--- src/rtl/eesave_pkg.sv ---
package eesave_pkg;
   localparam logic [7:0] OP_COPY_MAX = 8'h7F;
   localparam logic [7:0] OP_MARK     = 8'h80;
   localparam logic [7:0] OP_END      = 8'hFF;

   typedef enum logic [3:0] {
      S_IDLE, S_FETCH, S_WR_OP, S_WR_AHI, S_WR_ALO,
      S_RD, S_LAT, S_WR_DAT, S_WR_CS
   } seq_st_e;

   typedef enum logic [1:0] {K_COPY, K_MARK, K_END} op_kind_e;
endpackage

--- src/rtl/eesave_list.sv ---
module eesave_list #(
   parameter int LIST_LEN = 16,
   parameter int IW       = 6
) (
   input  logic                  clk,
   input  logic                  rst_n,
   input  logic                  load,
   input  logic [LIST_LEN*8-1:0] list_i,
   input  logic [IW-1:0]         idx,
   output logic [7:0]            byte_o
);
   localparam int SEL_W = (LIST_LEN > 1) ? $clog2(LIST_LEN) : 1;

   logic [7:0] mem [LIST_LEN];

   for (genvar g = 0; g < LIST_LEN; g++) begin : g_slot
      always_ff @(posedge clk or negedge rst_n) begin
         if (!rst_n)    mem[g] <= 8'hFF;
         else if (load) mem[g] <= list_i[g*8 +: 8];
      end
   end

   // positions past the list read as the end opcode
   always_comb begin
      if (idx < IW'(LIST_LEN)) byte_o = mem[idx[SEL_W-1:0]];
      else                     byte_o = 8'hFF;
   end


   list_hold_chk: assert property (@(posedge clk) disable iff (!rst_n)
      !load |=> $stable(mem[0]));
endmodule

--- src/rtl/eesave_ptr.sv ---
module eesave_ptr #(
   parameter int EE_AW = 8
) (
   input  logic             clk,
   input  logic             rst_n,
   input  logic             clr,
   input  logic             adv,
   output logic [EE_AW-1:0] ptr_o,
   output logic             ovf_o
);
   localparam logic [EE_AW-1:0] LAST = '1;

   always_ff @(posedge clk or negedge rst_n) begin
      if (!rst_n) begin
         ptr_o <= '0;
         ovf_o <= 1'b0;
      end else if (clr) begin
         ptr_o <= '0;
         ovf_o <= 1'b0;
      end else if (adv) begin
         ptr_o <= ptr_o + 1'b1;
         if (ptr_o == LAST) ovf_o <= 1'b1;
      end
   end


   ptr_hold_chk: assert property (@(posedge clk) disable iff (!rst_n)
      (!clr && !adv) |=> $stable(ptr_o));
endmodule

--- src/rtl/eesave_csum.sv ---
module eesave_csum (
   input  logic       clk,
   input  logic       rst_n,
   input  logic       clr,
   input  logic       add,
   input  logic [7:0] din,
   output logic [7:0] csum_o
);
   logic [7:0] sum_q;

   always_ff @(posedge clk or negedge rst_n) begin
      if (!rst_n)   sum_q <= '0;
      else if (clr) sum_q <= '0;
      else if (add) sum_q <= sum_q + din;
   end

   assign csum_o = 8'h00 - sum_q;


   csum_zero_chk: assert property (@(posedge clk) disable iff (!rst_n)
      clr |=> (csum_o == 8'h00));
endmodule

--- src/rtl/eesave_seq.sv ---
module eesave_seq
   import eesave_pkg::*;
#(
   parameter int LIST_LEN = 16,
   parameter int RM_AW    = 16,
   parameter int EE_AW    = 8
) (
   input  logic                  clk,
   input  logic                  rst_n,
   input  logic                  start_i,
   input  logic [LIST_LEN*8-1:0] list_i,
   output logic                  busy_o,
   output logic                  done_o,
   output logic                  err_o,
   output logic                  ovf_o,
   output logic                  rm_rd_o,
   output logic [RM_AW-1:0]      rm_addr_o,
   input  logic [7:0]            rm_data_i,
   output logic                  ee_valid_o,
   input  logic                  ee_ready_i,
   output logic [EE_AW-1:0]      ee_addr_o,
   output logic [7:0]            ee_data_o
);
   localparam int IW = $clog2(LIST_LEN + 3) + 1;
   localparam logic [EE_AW-1:0] EE_LAST = '1;

   if (LIST_LEN < 3) begin : g_bad_list
      $error("eesave_seq: LIST_LEN must hold one copy instruction");
   end
   if (RM_AW < 8 || RM_AW > 16) begin : g_bad_rm
      $error("eesave_seq: RM_AW must be 8..16");
   end
   if (EE_AW < 2) begin : g_bad_ee
      $error("eesave_seq: EE_AW too small");
   end

   seq_st_e    st_q;
   op_kind_e   kind_q;
   logic [7:0] op_q;
   logic [IW-1:0] idx_q;
   logic [15:0] base_q;
   logic [6:0] cnt_q;
   logic [7:0] hold_q;
   logic       err_q, done_q;

   logic [7:0] lbyte;
   logic [7:0] csum;
   logic       acc, go;
   logic [15:0] rd_addr16;

   assign go  = (st_q == S_IDLE) && start_i;
   assign acc = ee_valid_o && ee_ready_i;

   eesave_list #(.LIST_LEN(LIST_LEN), .IW(IW)) u_list (
      .clk(clk), .rst_n(rst_n), .load(go), .list_i(list_i),
      .idx(idx_q), .byte_o(lbyte));

   eesave_ptr #(.EE_AW(EE_AW)) u_ptr (
      .clk(clk), .rst_n(rst_n), .clr(go), .adv(acc),
      .ptr_o(ee_addr_o), .ovf_o(ovf_o));

   eesave_csum u_csum (
      .clk(clk), .rst_n(rst_n),
      .clr(st_q == S_WR_ALO && acc),
      .add(st_q == S_LAT),
      .din(rm_data_i), .csum_o(csum));

   always_ff @(posedge clk or negedge rst_n) begin
      if (!rst_n) begin
         st_q   <= S_IDLE;
         kind_q <= K_END;
         op_q   <= '0;
         idx_q  <= '0;
         base_q <= '0;
         cnt_q  <= '0;
         hold_q <= '0;
         err_q  <= 1'b0;
         done_q <= 1'b0;
      end else begin
         done_q <= 1'b0;
         case (st_q)
            S_IDLE: if (start_i) begin
               st_q  <= S_FETCH;
               idx_q <= '0;
               err_q <= 1'b0;
            end
            S_FETCH: begin
               op_q <= lbyte;
               if (lbyte <= OP_COPY_MAX) begin
                  kind_q <= K_COPY;
                  st_q   <= S_WR_OP;
               end else if (lbyte == OP_MARK) begin
                  kind_q <= K_MARK;
                  st_q   <= S_WR_OP;
               end else if (lbyte == OP_END) begin
                  kind_q <= K_END;
                  st_q   <= S_WR_OP;
               end else begin
                  err_q <= 1'b1;          // skip unknown opcode
                  idx_q <= idx_q + 1'b1;
               end
            end
            S_WR_OP: if (acc) begin
               idx_q <= idx_q + 1'b1;
               case (kind_q)
                  K_COPY:  st_q <= S_WR_AHI;
                  K_MARK:  st_q <= S_FETCH;
                  default: begin
                     st_q   <= S_IDLE;
                     done_q <= 1'b1;
                  end
               endcase
            end
            S_WR_AHI: if (acc) begin
               base_q[15:8] <= lbyte;
               idx_q        <= idx_q + 1'b1;
               st_q         <= S_WR_ALO;
            end
            S_WR_ALO: if (acc) begin
               base_q[7:0] <= lbyte;
               idx_q       <= idx_q + 1'b1;
               cnt_q       <= '0;
               st_q        <= S_RD;
            end
            S_RD:  st_q <= S_LAT;
            S_LAT: begin
               hold_q <= rm_data_i;
               st_q   <= S_WR_DAT;
            end
            S_WR_DAT: if (acc) begin
               if (cnt_q == op_q[6:0]) st_q <= S_WR_CS;
               else begin
                  cnt_q <= cnt_q + 1'b1;
                  st_q  <= S_RD;
               end
            end
            S_WR_CS: if (acc) st_q <= S_FETCH;
            default: st_q <= S_IDLE;
         endcase
      end
   end

   assign rd_addr16 = base_q + {9'd0, cnt_q};
   assign rm_addr_o = rd_addr16[RM_AW-1:0];
   assign rm_rd_o   = (st_q == S_RD);
   assign busy_o    = (st_q != S_IDLE);
   assign done_o    = done_q;
   assign err_o     = err_q;

   always_comb begin
      ee_valid_o = 1'b1;
      ee_data_o  = op_q;
      case (st_q)
         S_WR_OP:  ee_data_o = op_q;
         S_WR_AHI: ee_data_o = lbyte;
         S_WR_ALO: ee_data_o = lbyte;
         S_WR_DAT: ee_data_o = hold_q;
         S_WR_CS:  ee_data_o = csum;
         default:  ee_valid_o = 1'b0;
      endcase
   end


   ee_hold_chk: assert property (@(posedge clk) disable iff (!rst_n)
      (ee_valid_o && !ee_ready_i) |=>
         (ee_valid_o && $stable(ee_data_o) && $stable(ee_addr_o)));


   done_idle_chk: assert property (@(posedge clk) disable iff (!rst_n)
      done_o |-> !busy_o);


   wrap_ovf_chk: assert property (@(posedge clk) disable iff (!rst_n)
      (acc && ee_addr_o == EE_LAST) |=> ovf_o);


   rd_gap_chk: assert property (@(posedge clk) disable iff (!rst_n)
      rm_rd_o |=> (!rm_rd_o && !ee_valid_o));


   start_idle_chk: assert property (@(posedge clk) disable iff (!rst_n)
      (!busy_o && start_i) |=>
         (busy_o && !err_o && !ovf_o && ee_addr_o == '0));
endmodule

--- config.mk ---
export PLATFORM = sky130hd
export DESIGN_NAME = eesave_seq
export DESIGN_NICKNAME = d
export VERILOG_FILES = /design/src/rtl/eesave_pkg.sv /design/src/rtl/eesave_list.sv /design/src/rtl/eesave_ptr.sv /design/src/rtl/eesave_csum.sv /design/src/rtl/eesave_seq.sv
export SDC_FILE = /design/constraint.sdc
export NUM_CORES = 1
export LEC_CHECK = 0
export ABC_AREA = 0
export ABC_CLOCK_PERIOD_IN_PS = 6100
export BUFFER_PORTS_ARGS = -buffer_cell sky130_fd_sc_hd__buf_2
export CAP_MARGIN = 15
export CORE_MARGIN = 8
export CORE_UTILIZATION = 40
export DETAILED_ROUTE_END_ITERATION = 7
export SETUP_SLACK_MARGIN = 0.4
export SYNTH_ARGS = -nofsm -noshare
export SYNTH_HDL_FRONTEND = slang
export SYNTH_SLANG_ARGS = --single-unit
--- constraint.sdc ---
create_clock -name clk -period 6.1 [get_ports clk]
set_clock_uncertainty 0.2 [all_clocks]
set_input_delay 0.305 -clock clk [delete_from_list [all_inputs] [get_ports clk]]
set_output_delay 0.305 -clock clk [all_outputs]
set_load 0.02 [all_outputs]
==> run metrics <==
outcome=finished, final reports clean; CTS tree=yes; syn avg cell area=9.36 sq um; vias per cell=5.04; Clk Latency, worst-skew pair=0.44 ns; sequential share of power=41.8%; Leak=6.19 nW; GRT Util Overall=19.0%; Synth area leaders=dfstp_2, dfrtp_1, nand2_1; post-layout total power=0.00634 W; worst slew pin tran=1.04 ns; core area=25100 sq um; antenna violations before repair=1; family with the most delay on the worst path=multiplexers; area grow syn2layout=30.1%; Mapped Nets=1251; via count of the first global-routing pass=8797; Sink Count=198; Hold Crit Start=ee_ready_i; RSZ-0062 raised after global routing=false; post-synthesis sequential area ratio=50.1%; count of different cell masters after synthesis=64; chip height=176 um; Clock Path Buffers=2; Gate power share=40.0%; Clock Power Share=18.2%; critical path's largest stage delay=1.04 ns; ys flop type=dfstp_2; num rows=58; drt first pass iters=5; Final Hold Vio Count=0; final setup fails=0; DP Wirelength=20.0 mm; Min-Delay Path Class=primary input to flop; # Post-CTS Setup Buffers=0; die width=176 um; largest fanout on the critical path=37; IO Count=178; synthesized flop and latch total=198; Setup TNS Final=0 ns; asr flop ratio synth=100%; crit path buf inv count=1; clock slew at reported path FFs=0.08 ns; internal power=0.00379 W; worst path cell trace=mux4_2 > mux4_2 > nor2_1 > o21ai_0 > buf_2; post-layout min period=3.94 ns; largest net degree at the start of global routing=105; fmax=0.254 GHz; P_sw=0.00255 W; port bufs=177; Worst EP required=5.59 ns; Final period util=64.6%; top cell type by total area after synthesis=dfstp_2; switching share of total power=40.2%; Critical Path Most Common Cell=mux4_2; first-pass GRT wire length=47.1 mm; Syn Inst Count=1091; Slew Limit Fails=0; grt total ovfl=0; kind of critical path=flop to output port; number of flops mapped to enable cells by yosys=0; Hold Crit Depth=2; WL/cell=17.0 um; Layout Utilization=52.9%; dpl cell area=11300 sq um; CTS buffer count=17; vias=8638; PostCTS Resize Cnt=0; PwrDens=477 nW/um^2; Max-cap violations=0; Yosys warnings=0; NumNets Final=1530; CP endpoint kind=output port; Die ar.=30900 sq um; CP Launch Type=flop; worst r2r src=idx_q[0]; Final Cell Area=13300 sq um; Initial DRC Count=603; share of layout cells above drive strength 1=29.1%; Reg-to-Reg End=idx_q[5]; Critical-path top delay cell=dfrtp_2; top cell type's share of synthesized area=33.2%; crit path DAT=3.44 ns; Root Buffer=clkbuf_16; r2r setup slk=2.32 ns; GPL Wtd Cong=0.860; hold-fix buffers at CTS=137; # H-tree levels=4; R2R depth=8; Max IR drop VDD=0.437 mV; DR DRC count=0; drt total wl=29.1 mm; Slew headroom=30.8%; ANT nets after route=0; initial core utilization=40.7%; Post-Syn Area=10200 sq um; sink of the worst hold path=st_q[3]
## worst reg2reg max path, stage by stage, from the launching register on
cell and delay (ns):
dfrtp_2 1.04, mux4_1 0.67, mux2i_1 0.29, o2111a_1 0.34
a2111o_1 0.16, nor4_2 0.06, o32a_4 0.43, or3_1 0.35
a21oi_1 0.15
## layout by cell type (no fill, tap or decap), types with 19 or more instances in the layout
cell,instances
o21ai_0,51
inv_1,19
nor2_1,47
mux2_2,19
nand3_1,19
mux4_2,23
xnor2_1,19
xor2_1,21
dfstp_2,129
a21oi_1,25
nand2_1,442
dlygate4sd3_1,137
buf_2,176
dfrtp_1,67
## Yosys cell counts (8+ instances only)
library cell	number
dfstp_2	129
inv_1	19
o21ai_0	51
ha_1	18
nor3_1	8
mux2_2	19
a21oi_1	25
dfrtp_1	69
xor2_1	21
nand2_1	442
clkbuf_1	47
nor2_1	48
nand3_1	20
mux4_2	23
xnor2_1	19
## per-layer routing
| metal | GRT usage [%] | up-vias | part of all wire (%) |
|---|---|---|---|
| li1 | - | 4199 | - |
| met1 | 25.4 | 4205 | 46 |
| met2 | 31.1 | 209 | 48 |
| met3 | 4.25 | 25 | 4.9 |
| met4 | 4.06 | 0 | 1.2 |
| met5 | 0 | - | 0 |
## per-stage QoR
step | hold slack, ns | setup WS (ns) | std cells
floorplan | -0.191 | 3.11 | 1091
global placement | 0.0984 | 2.37 | 1544
detailed placement | 0.0958 | 2.29 | 1544
CTS | 0.0593 | 2.11 | 1713
global route | 0.0725 | 1.89 | 1714
finish | 0.0673 | 2.16 | 1714
## worst max path at each step
stage	end	start	cells past startpoint
global placement	idx_q[5]	idx_q[0]	8
floorplan	rm_addr_o[12]	cnt_q[0]	11
detailed placement	idx_q[5]	idx_q[0]	8
finish	ee_data_o[7]	idx_q[0]	5
global route	ee_data_o[7]	idx_q[0]	5
CTS	ee_data_o[2]	idx_q[0]	7
## flip-flops by register name, summed over array words and instances, names as in the netlist
register      cells
u_list.mem      128
u_ptr.ptr_o       8
u_csum.sum_q      8
st_q              4
done_o            1
err_o             1
kind_q            2
idx_q             6
u_ptr.ovf_o       1
op_q              8
cnt_q             7
hold_q            8
base_q           16
## cell type report
| cell class | instances | area (sq um) |
|---|---|---|
| antenna | 1 | 2.50 |
| tap | 330 | 413 |
| sequential | 198 | 5120 |
| inverter | 19 | 71.3 |
| multi-input combinational | 815 | 4760 |
| timing repair buffer | 319 | 2320 |
| clock inverter | 14 | 181 |
| clock buffer | 18 | 429 |
| fill | 2306 | 11800 |
## logic make-up (layout without fill, tap and decap cells)
kind of cell             after synthesis  after routing  synth area share, %
AO/OA/AOI/OAI                        128            128                 8.05
flip-flops                           198            198                 50.1
multiplexers                          54             54                 9.19
AND/OR/NAND/NOR                      573            573                 23.2
XOR/XNOR                              40             40                 3.43
buffers and inverters                 78            370                 3.49
adder cells (fa/ha/maj)               20             20                 2.60
other                                  0              1                    0
## power groups by stage
stage | Combinational (W) | Clock, W | Sequential (W)
after floorplan | 0.00195 | 0 | 0.00240
after global placement | 0.00241 | 0 | 0.00267
after detailed placement | 0.00247 | 0 | 0.00268
after CTS | 0.00255 | 0.00118 | 0.00266
after global routing | 0.00282 | 0.00124 | 0.00274
final | 0.00254 | 0.00115 | 0.00265
Note: power is estimated with default switching activity, not from simulation.
